## config.mk

```make
export PLATFORM = sky130hd
export DESIGN_NAME = xram_window
export DESIGN_NICKNAME = d
export VERILOG_FILES = /design/src/rtl/xram_pkg.sv /design/src/rtl/xram_bus_latch.sv /design/src/rtl/xram_regs.sv /design/src/rtl/xram_store.sv /design/src/rtl/xram_window.sv
export SDC_FILE = /design/constraint.sdc
export NUM_CORES = 1
export LEC_CHECK = 0
export BUFFER_PORTS_ARGS = -buffer_cell sky130_fd_sc_hd__buf_2
export CAP_MARGIN = 15
export CORE_UTILIZATION = 60
export DETAILED_ROUTE_END_ITERATION = 8
export GPL_ROUTABILITY_DRIVEN = 1
export PLACE_DENSITY = 0.84
export SLEW_MARGIN = 5
export SYNTH_ARGS = -nofsm -noshare
export SYNTH_HDL_FRONTEND = slang
export SYNTH_SLANG_ARGS = --single-unit
```

## constraint.sdc

```tcl
create_clock -name clk -period 5 [get_ports clk]
set_clock_uncertainty 0.05 [all_clocks]
set_input_delay 0.5 -clock clk [delete_from_list [all_inputs] [get_ports clk]]
set_output_delay 0.5 -clock clk [all_outputs]
set_load 0.02 [all_outputs]
```

## src/rtl/xram_pkg.sv

```systemverilog
package xram_pkg;

  // Decoded target of the latched offset.
  typedef enum logic [1:0] {
    TGT_NONE = 2'd0,
    TGT_CTRL = 2'd1,
    TGT_PTR  = 2'd2,
    TGT_PORT = 2'd3
  } tgt_e;

  // The control register is visible in both banks; pointer and port only
  // while the secondary bank is open.
  function automatic tgt_e decode_tgt(
    input logic [7:0] ofs,
    input logic       bank_on,
    input logic [7:0] ctrl_ofs,
    input logic [7:0] ptr_ofs,
    input logic [7:0] port_ofs
  );
    tgt_e t;
    t = TGT_NONE;
    if (ofs == ctrl_ofs)                t = TGT_CTRL;
    else if (bank_on && ofs == ptr_ofs)  t = TGT_PTR;
    else if (bank_on && ofs == port_ofs) t = TGT_PORT;
    return t;
  endfunction

endpackage

```

## src/rtl/xram_bus_latch.sv

```systemverilog
module xram_bus_latch #(
  parameter int DW = 8
) (
  input  logic          clk,
  input  logic          rst_n,
  input  logic          ale,
  input  logic          rd_en,
  input  logic          wr_en,
  input  logic [DW-1:0] ad_in,
  output logic [DW-1:0] ofs_q,
  output logic          rd_go,
  output logic          wr_go
);

  // Offset register: the strobes see the value from earlier ale cycles.
  always_ff @(posedge clk) begin
    if (!rst_n)   ofs_q <= '0;
    else if (ale) ofs_q <= ad_in;
  end

  // A write takes priority over a read in the same cycle.
  assign wr_go = wr_en;
  assign rd_go = rd_en & ~wr_en;

endmodule

```

## src/rtl/xram_regs.sv

```systemverilog
module xram_regs #(
  parameter int DW       = 8,
  parameter int AW       = 7,
  parameter int BANK_BIT = 4
) (
  input  logic          clk,
  input  logic          rst_n,
  input  logic          ctrl_wr,
  input  logic          ptr_wr,
  input  logic [DW-1:0] wdata,
  output logic [DW-1:0] ctrl_q,
  output logic [AW-1:0] ptr_q,
  output logic          bank_on
);

  // Pointer fold: only the low AW bits of a written byte are kept.
  function automatic logic [AW-1:0] ptr_fold(input logic [DW-1:0] b);
    return b[AW-1:0];
  endfunction

  always_ff @(posedge clk) begin
    if (!rst_n)       ctrl_q <= '0;
    else if (ctrl_wr) ctrl_q <= wdata;
  end

  always_ff @(posedge clk) begin
    if (!rst_n)      ptr_q <= '0;
    else if (ptr_wr) ptr_q <= ptr_fold(wdata);
  end

  assign bank_on = ctrl_q[BANK_BIT];

endmodule

```

## src/rtl/xram_store.sv

```systemverilog
module xram_store #(
  parameter int DW    = 8,
  parameter int DEPTH = 128,
  localparam int AW   = $clog2(DEPTH)
) (
  input  logic          clk,
  input  logic          we,
  input  logic [AW-1:0] addr,
  input  logic [DW-1:0] wdata,
  output logic [DW-1:0] rdata
);

  // Storage has no reset so that its contents persist across it.
  logic [DW-1:0] mem [DEPTH];

  always_ff @(posedge clk) begin
    if (we) mem[addr] <= wdata;
  end

  assign rdata = mem[addr];

endmodule

```

## src/rtl/xram_window.sv

```systemverilog
module xram_window #(
  parameter int          DW       = 8,
  parameter int          DEPTH    = 128,
  parameter int          BANK_BIT = 4,
  parameter logic [7:0]  CTRL_OFS = 8'h0A,
  parameter logic [7:0]  PTR_OFS  = 8'h50,
  parameter logic [7:0]  PORT_OFS = 8'h53
) (
  input  logic          clk,
  input  logic          rst_n,
  input  logic          ale,
  input  logic          rd_en,
  input  logic          wr_en,
  input  logic [DW-1:0] ad_in,
  output logic [DW-1:0] ad_out,
  output logic          ad_oe
);
  import xram_pkg::*;

  localparam int AW = $clog2(DEPTH);

  logic [DW-1:0] ofs_q;
  logic          rd_go, wr_go;
  logic [DW-1:0] ctrl_q;
  logic [AW-1:0] ptr_val;
  logic          bank_on;
  logic [DW-1:0] mem_rdata;
  tgt_e          tgt;

  // Named events for the checker.
  logic ev_ctrl_wr, ev_ptr_wr, ev_port_wr;
  logic ev_ptr_rd, ev_idle_rd;

  xram_bus_latch #(.DW(DW)) u_latch (
    .clk   (clk),
    .rst_n (rst_n),
    .ale   (ale),
    .rd_en (rd_en),
    .wr_en (wr_en),
    .ad_in (ad_in),
    .ofs_q (ofs_q),
    .rd_go (rd_go),
    .wr_go (wr_go)
  );

  assign tgt = decode_tgt(ofs_q, bank_on, CTRL_OFS, PTR_OFS, PORT_OFS);

  assign ev_ctrl_wr = wr_go && (tgt == TGT_CTRL);
  assign ev_ptr_wr  = wr_go && (tgt == TGT_PTR);
  assign ev_port_wr = wr_go && (tgt == TGT_PORT);
  assign ev_ptr_rd  = rd_go && (tgt == TGT_PTR);
  assign ev_idle_rd = rd_go && (tgt == TGT_NONE);

  xram_regs #(.DW(DW), .AW(AW), .BANK_BIT(BANK_BIT)) u_regs (
    .clk     (clk),
    .rst_n   (rst_n),
    .ctrl_wr (ev_ctrl_wr),
    .ptr_wr  (ev_ptr_wr),
    .wdata   (ad_in),
    .ctrl_q  (ctrl_q),
    .ptr_q   (ptr_val),
    .bank_on (bank_on)
  );

  xram_store #(.DW(DW), .DEPTH(DEPTH)) u_store (
    .clk   (clk),
    .we    (ev_port_wr),
    .addr  (ptr_val),
    .wdata (ad_in),
    .rdata (mem_rdata)
  );

  // Read multiplexer into the data register.
  logic [DW-1:0] rmux;
  always_comb begin
    unique case (tgt)
      TGT_CTRL: rmux = ctrl_q;
      TGT_PTR:  rmux = {{(DW-AW){1'b0}}, ptr_val};
      TGT_PORT: rmux = mem_rdata;
      default:  rmux = '0;
    endcase
  end

  // Data register: takes the write byte or the read result.
  logic [DW-1:0] dlat_q;
  logic          oe_q;
  always_ff @(posedge clk) begin
    if (!rst_n) begin
      dlat_q <= '0;
      oe_q   <= 1'b0;
    end else begin
      oe_q <= rd_go;
      if (wr_go)      dlat_q <= ad_in;
      else if (rd_go) dlat_q <= rmux;
    end
  end

  assign ad_out = dlat_q;
  assign ad_oe  = oe_q;

endmodule

```

Word-level counts from Yosys, hierarchy flattened
Memory sizes are Yosys's and may differ from the RTL's. A register that Yosys moved wholly into a read port is not among the register bits. Cells that the tools add are included.

Equal/unequal tests: 6. Multiplexer cells: 10. Bitwise logic cells: 2. Reductions and logical operators: 6.

Operators by type and width (count): 8-bit case mux with 3 select lines (1); 8-bit by 7-bit == test with 1-bit output (second input constant) (2); 8-bit 2-to-1 mux (2); 7-bit 2-to-1 mux (2); 8-bit by 4-bit == test with 1-bit output (second input constant) (1); 2-bit 2-to-1 mux (3); 1-bit logical AND (5); 2-bit == test (second input constant) (2); 2-bit by 1-bit == test with 1-bit output (second input constant) (1); 1-bit 2-to-1 mux (2); 2-bit nonzero test (1); 1-bit AND (1); 1-bit inverter (1).

Register bits after elaboration: 32. RAM bits: 1024. Bits of input ports: 13. Output and inout bits: 9. Logic and storage cells: 30. Memories kept: 1.

Memory list: u_store.mem (words 128, bits a word 8, read ports 1, clocked after Yosys merged registers in 1, wr ports 1, RTL line xram_store.sv:14) `logic [DW-1:0] mem [DEPTH];`.

Depth between registers and ports, before layout
Word-level depth: 9. Mapped depth: 10. Mapped depth without buffers: 6.

By module
Synthesis repeated with hierarchy kept, for this count alone.

Cells, all modules: 2639. Area, all modules: 41931.5 µm².

By module, submodules not included: xram_store (instances 1, cells each 2467, area an instance 40273.6 µm², seq. area each 30749.5 µm²); xram_window (instances 1, cells each 96, area an instance 763.2 µm², seq. area each 180.2 µm²); xram_regs (instances 1, cells each 49, area an instance 579.3 µm², seq. area each 300.3 µm²); xram_bus_latch (instances 1, cells each 27, area an instance 315.3 µm², seq. area each 160.2 µm²).

Worst setup path after synthesis
No wires, ideal clock.

Path type: input port to flip-flop. Start point: in wr_en. End point: mem u_store.mem[110][0] (enable). Setup time: 370 ps. Arrival time: 1906 ps. Data required time: 4580 ps. Path slack: 2674 ps. Stages on the path: 6. Path buffers: 2. Path through: clkbuf_1 > nand3_1 > nor2_1 > nand3_1 > clkbuf_1 > nor2_1.

Longest elaborated chain between the ends: 3.

RTL lines: start: declaration (RTL line xram_window.sv:13) `input logic wr_en,`; 1-bit logical AND (RTL line xram_window.sv:50) `assign ev_port_wr = wr_go && (tgt == TGT_PORT);`; 1-bit 2-to-1 mux (RTL line xram_store.sv:17) `if (we) mem[addr] <= wdata;`; 1-bit 2-to-1 mux (not written as such) (RTL line xram_store.sv:17); end: declaration (RTL line xram_store.sv:14).

No other way between the ends.

==> summary.md <==
The wire-length estimate of the detail-placed layout is 62.3 mm. In the final routed layout, each cell accounts on average for 32.5 um. The peak clock frequency supported by timing is 262 MHz, and the number of enable-type register cells in the synthesized netlist is 1024.

The max-slew violation count came out at 0. Prevailing post-synth register cell: sky130_fd_sc_hd__edfxtp_1. In the routed design, unresolved DRC markers number 0. The quantity of gates resized following cts came out at 0. Setup repair after global routing left no endpoint under its margin. The count of buffers added on input and output ports is 21. Number of vias per cell after detailed routing: 7.03. The total number of placement rows was 96; the wire length of the first global-routing pass was 153 mm.

The logs give 75.2% for the fraction of the yosys area taken by sequential cells and 2252 for the total number of nets in the final design. The tools report the number of global-route vias before repair as 22300. The run gives 30.2% as the total global routing track utilization. In this run the remaining antenna-violating nets after routing total 0.

The area share of the largest cell type after synthesis is 73.3%. In this design, the stage delay of the slowest critical-path cell is 0.87 ns. The top cell type by total area after synthesis is sky130_fd_sc_hd__edfxtp_1. The critical path is of the reg2reg type. STA classifies the critical path endpoint as a register. Final RePlAce weighted congestion: 1.00. The number of antenna diodes in the final layout is 0.

Walking the worst path, the cells encountered are buf_4 -> nand2_2 -> buf_4 -> o22ai_1 -> nor4_1 -> nor4_1 -> nand3_1 -> o21ai_1. Counting every instance in the synthesized netlist gives 2194. The run gives 56.1% as the part of the total power dissipated in sequential elements. The initial antenna violation count was 4.

The slowest stage of the critical path belongs to the cell sky130_fd_sc_hd__nor4_1. Relative slew slack: 15.0%. The number of H-tree branching levels was 3; the number of ports placed on the die boundary was 22. After synthesis the cells add up to 42000 um2. After synthesis, the netlist uses 57 different library cells. The min-delay analysis places its worst path in the category in2reg. The run finished with clean final reports. The post-route minimum period came out at 3.81 ns. Summed over all layers, the global routing overflow is 0. The post-CTS setup repair buffer count was 0; the cts-stage hold buffer count was 0. Starting density of the core: 60.8%. The transition time at the pin with the least slew margin is 1.28 ns, and the clock network fraction of design power is 42.6%. In the final layout, the share of cells above drive strength 1 is 17.5%. In this run the vertical extent of the chip is 266 um.

The tools report the final-report setup violation count as 0. When the netlist entered floorplanning its net count stood at 2207. Of the total power, the share spent switching nets is 19.6%.

For this design, the sink count on the clock tree is 1063. Floorplan die width: 266 um. The routed layout has 22800 vias. The tools report the root buffer cell as sky130_fd_sc_hd__clkbuf_16.

For the maximum number of pins on one net before global-route repair, the log shows 94. For this design the static power due to leakage is 13.6 nW. The Yosys step of the flow raised 0 warnings. Summing all placed instances gives a cell area of 42600 um2. The logs give 71000 um2 for the die area and 45800 um2 for the final design area excluding fillers. Number of fill cells: 4203. The number of synthesized register bits is 1063.

For this block, the routed nets add up to 106 mm of wire. The worst setup path is launched from a register. A synthesized cell averages 19.1 um2. Cell internal power was estimated by the tool at 14.0 mW. In the finished design, the share of the clock period the worst path needs comes to 76.2%. The peak supply drop is 264 uV.

Before antenna repair, the detailed router went through 9 iterations. For the final routed database, the setup TNS stands at 0 ns. Along the worst path, the maximum fanout reaches 29. For the insertion delay of the later-clocked pin in the worst-skew pair, the log shows 0.68 ns. After the first detailed-routing iteration, the DRC count stood at 4031. STA puts the critical path data required time at 5.55 ns. The core region area is 68900 um2, and the relative contribution of combinational cells to total power is 1.2%. In the synthesized netlist the async set-or-reset flop fraction comes to 0%. Compared with the post-synthesis result, the final layout area differs by 9.22%. The number of endpoints with negative hold slack in the final report is 0. The logs give 0 for the reported max-cap violation count and 3.42 mW for the net switching power of the design. For this design the ratio of total power to cell area is 380 nW/um2. By area the synthesized netlist is led by sky130_fd_sc_hd__edfxtp_1, sky130_fd_sc_hd__mux4_2, sky130_fd_sc_hd__mux2i_1. The clock passes through at most 3 buffers. TritonCTS built the clock tree. The clock transition at the registers of the reported paths is 0.07 ns. Buffers inserted during clock tree synthesis total 100. Arrival time of the worst setup path: 4.36 ns.
[state kept, by name, indices dropped and copies added (netlist names), named ones only]
register,flops
u_latch.ofs_q,8
u_regs.ctrl_q,8
ad_oe,1
u_store.mem,1024
ad_out,8
u_regs.ptr_q,7
[cell usage in the layout (no fill, tap or decap), types with 8 or more instances in the layout]
cell type and n:
sky130_fd_sc_hd__edfxtp_1 1024, sky130_fd_sc_hd__mux2i_1 197, sky130_fd_sc_hd__mux4_2 169, sky130_fd_sc_hd__nor2_1 168
sky130_fd_sc_hd__clkbuf_16 103, sky130_fd_sc_hd__nand2_1 77, sky130_fd_sc_hd__o22ai_1 50, sky130_fd_sc_hd__buf_4 46
sky130_fd_sc_hd__nor3_1 38, sky130_fd_sc_hd__a21oi_1 36, sky130_fd_sc_hd__dfxtp_1 36, sky130_fd_sc_hd__nor2b_1 31
sky130_fd_sc_hd__a22oi_1 28, sky130_fd_sc_hd__o221ai_1 28, sky130_fd_sc_hd__clkinv_1 25, sky130_fd_sc_hd__nand3_1 23
sky130_fd_sc_hd__a211oi_1 17, sky130_fd_sc_hd__nor4_1 17, sky130_fd_sc_hd__clkinv_2 17, sky130_fd_sc_hd__clkbuf_1 17
sky130_fd_sc_hd__o21ai_0 13, sky130_fd_sc_hd__buf_2 13, sky130_fd_sc_hd__inv_1 9, sky130_fd_sc_hd__nand2b_1 9
sky130_fd_sc_hd__a22o_1 9, sky130_fd_sc_hd__bufinv_16 9, sky130_fd_sc_hd__mux2_2 8
[stage by stage]
step | hold WS (ns) | setup slack (ns) | cells | utilization (%) | power [mW]
finish | 0.176 | 1.19 | 3247 | 66.5 | 17.4
global route | 0.180 | 1.19 | 3247 | 66.5 | 17.8
CTS | 0.142 | 1.53 | 3246 | 66.4 | 17.4
detailed placement | 0.478 | 1.54 | 3067 | 61.8 | 10.2
global placement | 0.449 | 1.55 | 3067 | 61.8 | 10.2
floorplan | 0.411 | 2.67 | 2194 | - | 9.99
[area by class of cell]
class                           count  area, um2  area share (%)
Clock buffer                      120       2640            5.76
Clock inverter                     59        512            1.12
Inverter                           10       37.5          0.0819
Multi-Input combinational cell   1000       9410            20.5
Sequential cell                  1063      31500            68.8
Tap cell                          931       1160            2.54
Timing Repair Buffer               64        518            1.13
[critical path: cells and delay by family (launching register included)]
family / cells / cell delay (ns)
buffers and inverters: 2 / 0.72
AND/OR/NAND/NOR: 4 / 1.59
AO/OA/AOI/OAI: 2 / 0.61
flip-flops: 1 / 0.74
[metal layers]
metal | vias up | global-route usage, % | routed length [um]
li1 | 9025 | - | -
met1 | 11400 | 41.0 | 36800
met2 | 2014 | 46.6 | 49200
met3 | 369 | 7.95 | 14200
met4 | 10 | 13.2 | 5340
met5 | - | 0 | 66
[final timing paths]
path               startpoint  depth (start not counted)          endpoint  slack (ns)
max                  register                          8         ad_out[0]        1.19
max reg2reg          register                          8         ad_out[0]        1.19
min reg2reg  u_latch.ofs_q[7]                          2  u_latch.ofs_q[7]        0.50
min                     rd_en                          3             ad_oe        0.18
[cell usage after synthesis (all sizes together) (3+ instances only)]
| master | instances |
|---|---|
| nor2 | 168 |
| mux2 | 8 |
| nand2b | 10 |
| buf | 70 |
| nand3b | 3 |
| nor3 | 39 |
| nand3 | 23 |
| o31ai | 7 |
| a21oi | 36 |
| a22o | 9 |
| nor3b | 4 |
| o21ai | 14 |
| o221ai | 28 |
| a221o | 6 |
| inv | 10 |
| o211ai | 7 |
| nand2 | 79 |
| edfxtp | 1024 |
| o22ai | 56 |
| a211oi | 17 |
| nor2b | 32 |
| mux2i | 197 |
| dfxtp | 39 |
| o2111ai | 7 |
| nor4 | 19 |
| a221oi | 6 |
| o22a | 7 |
| a22oi | 28 |
| mux4 | 169 |
| clkbuf | 51 |
[logic make-up after synthesis]
kind of cell / share of synthesized area [%]
multiplexers: 14.0
AND/OR/NAND/NOR: 4.26
flip-flops: 75.2
buffers and inverters: 2.45
AO/OA/AOI/OAI: 4.14
[power groups by stage]
| stage | combinational [mW] | clock, mW | sequential, mW |
|---|---|---|---|
| global route | 0.223 | 7.76 | 9.77 |
| finish | 0.216 | 7.43 | 9.77 |
| CTS | 0.211 | 7.42 | 9.77 |
| floorplan | 0.0299 | 0 | 9.96 |
| global placement | 0.196 | 0 | 9.96 |
| detailed placement | 0.211 | 0 | 9.96 |
No activity file was read; power rests on OpenSTA's default activity.
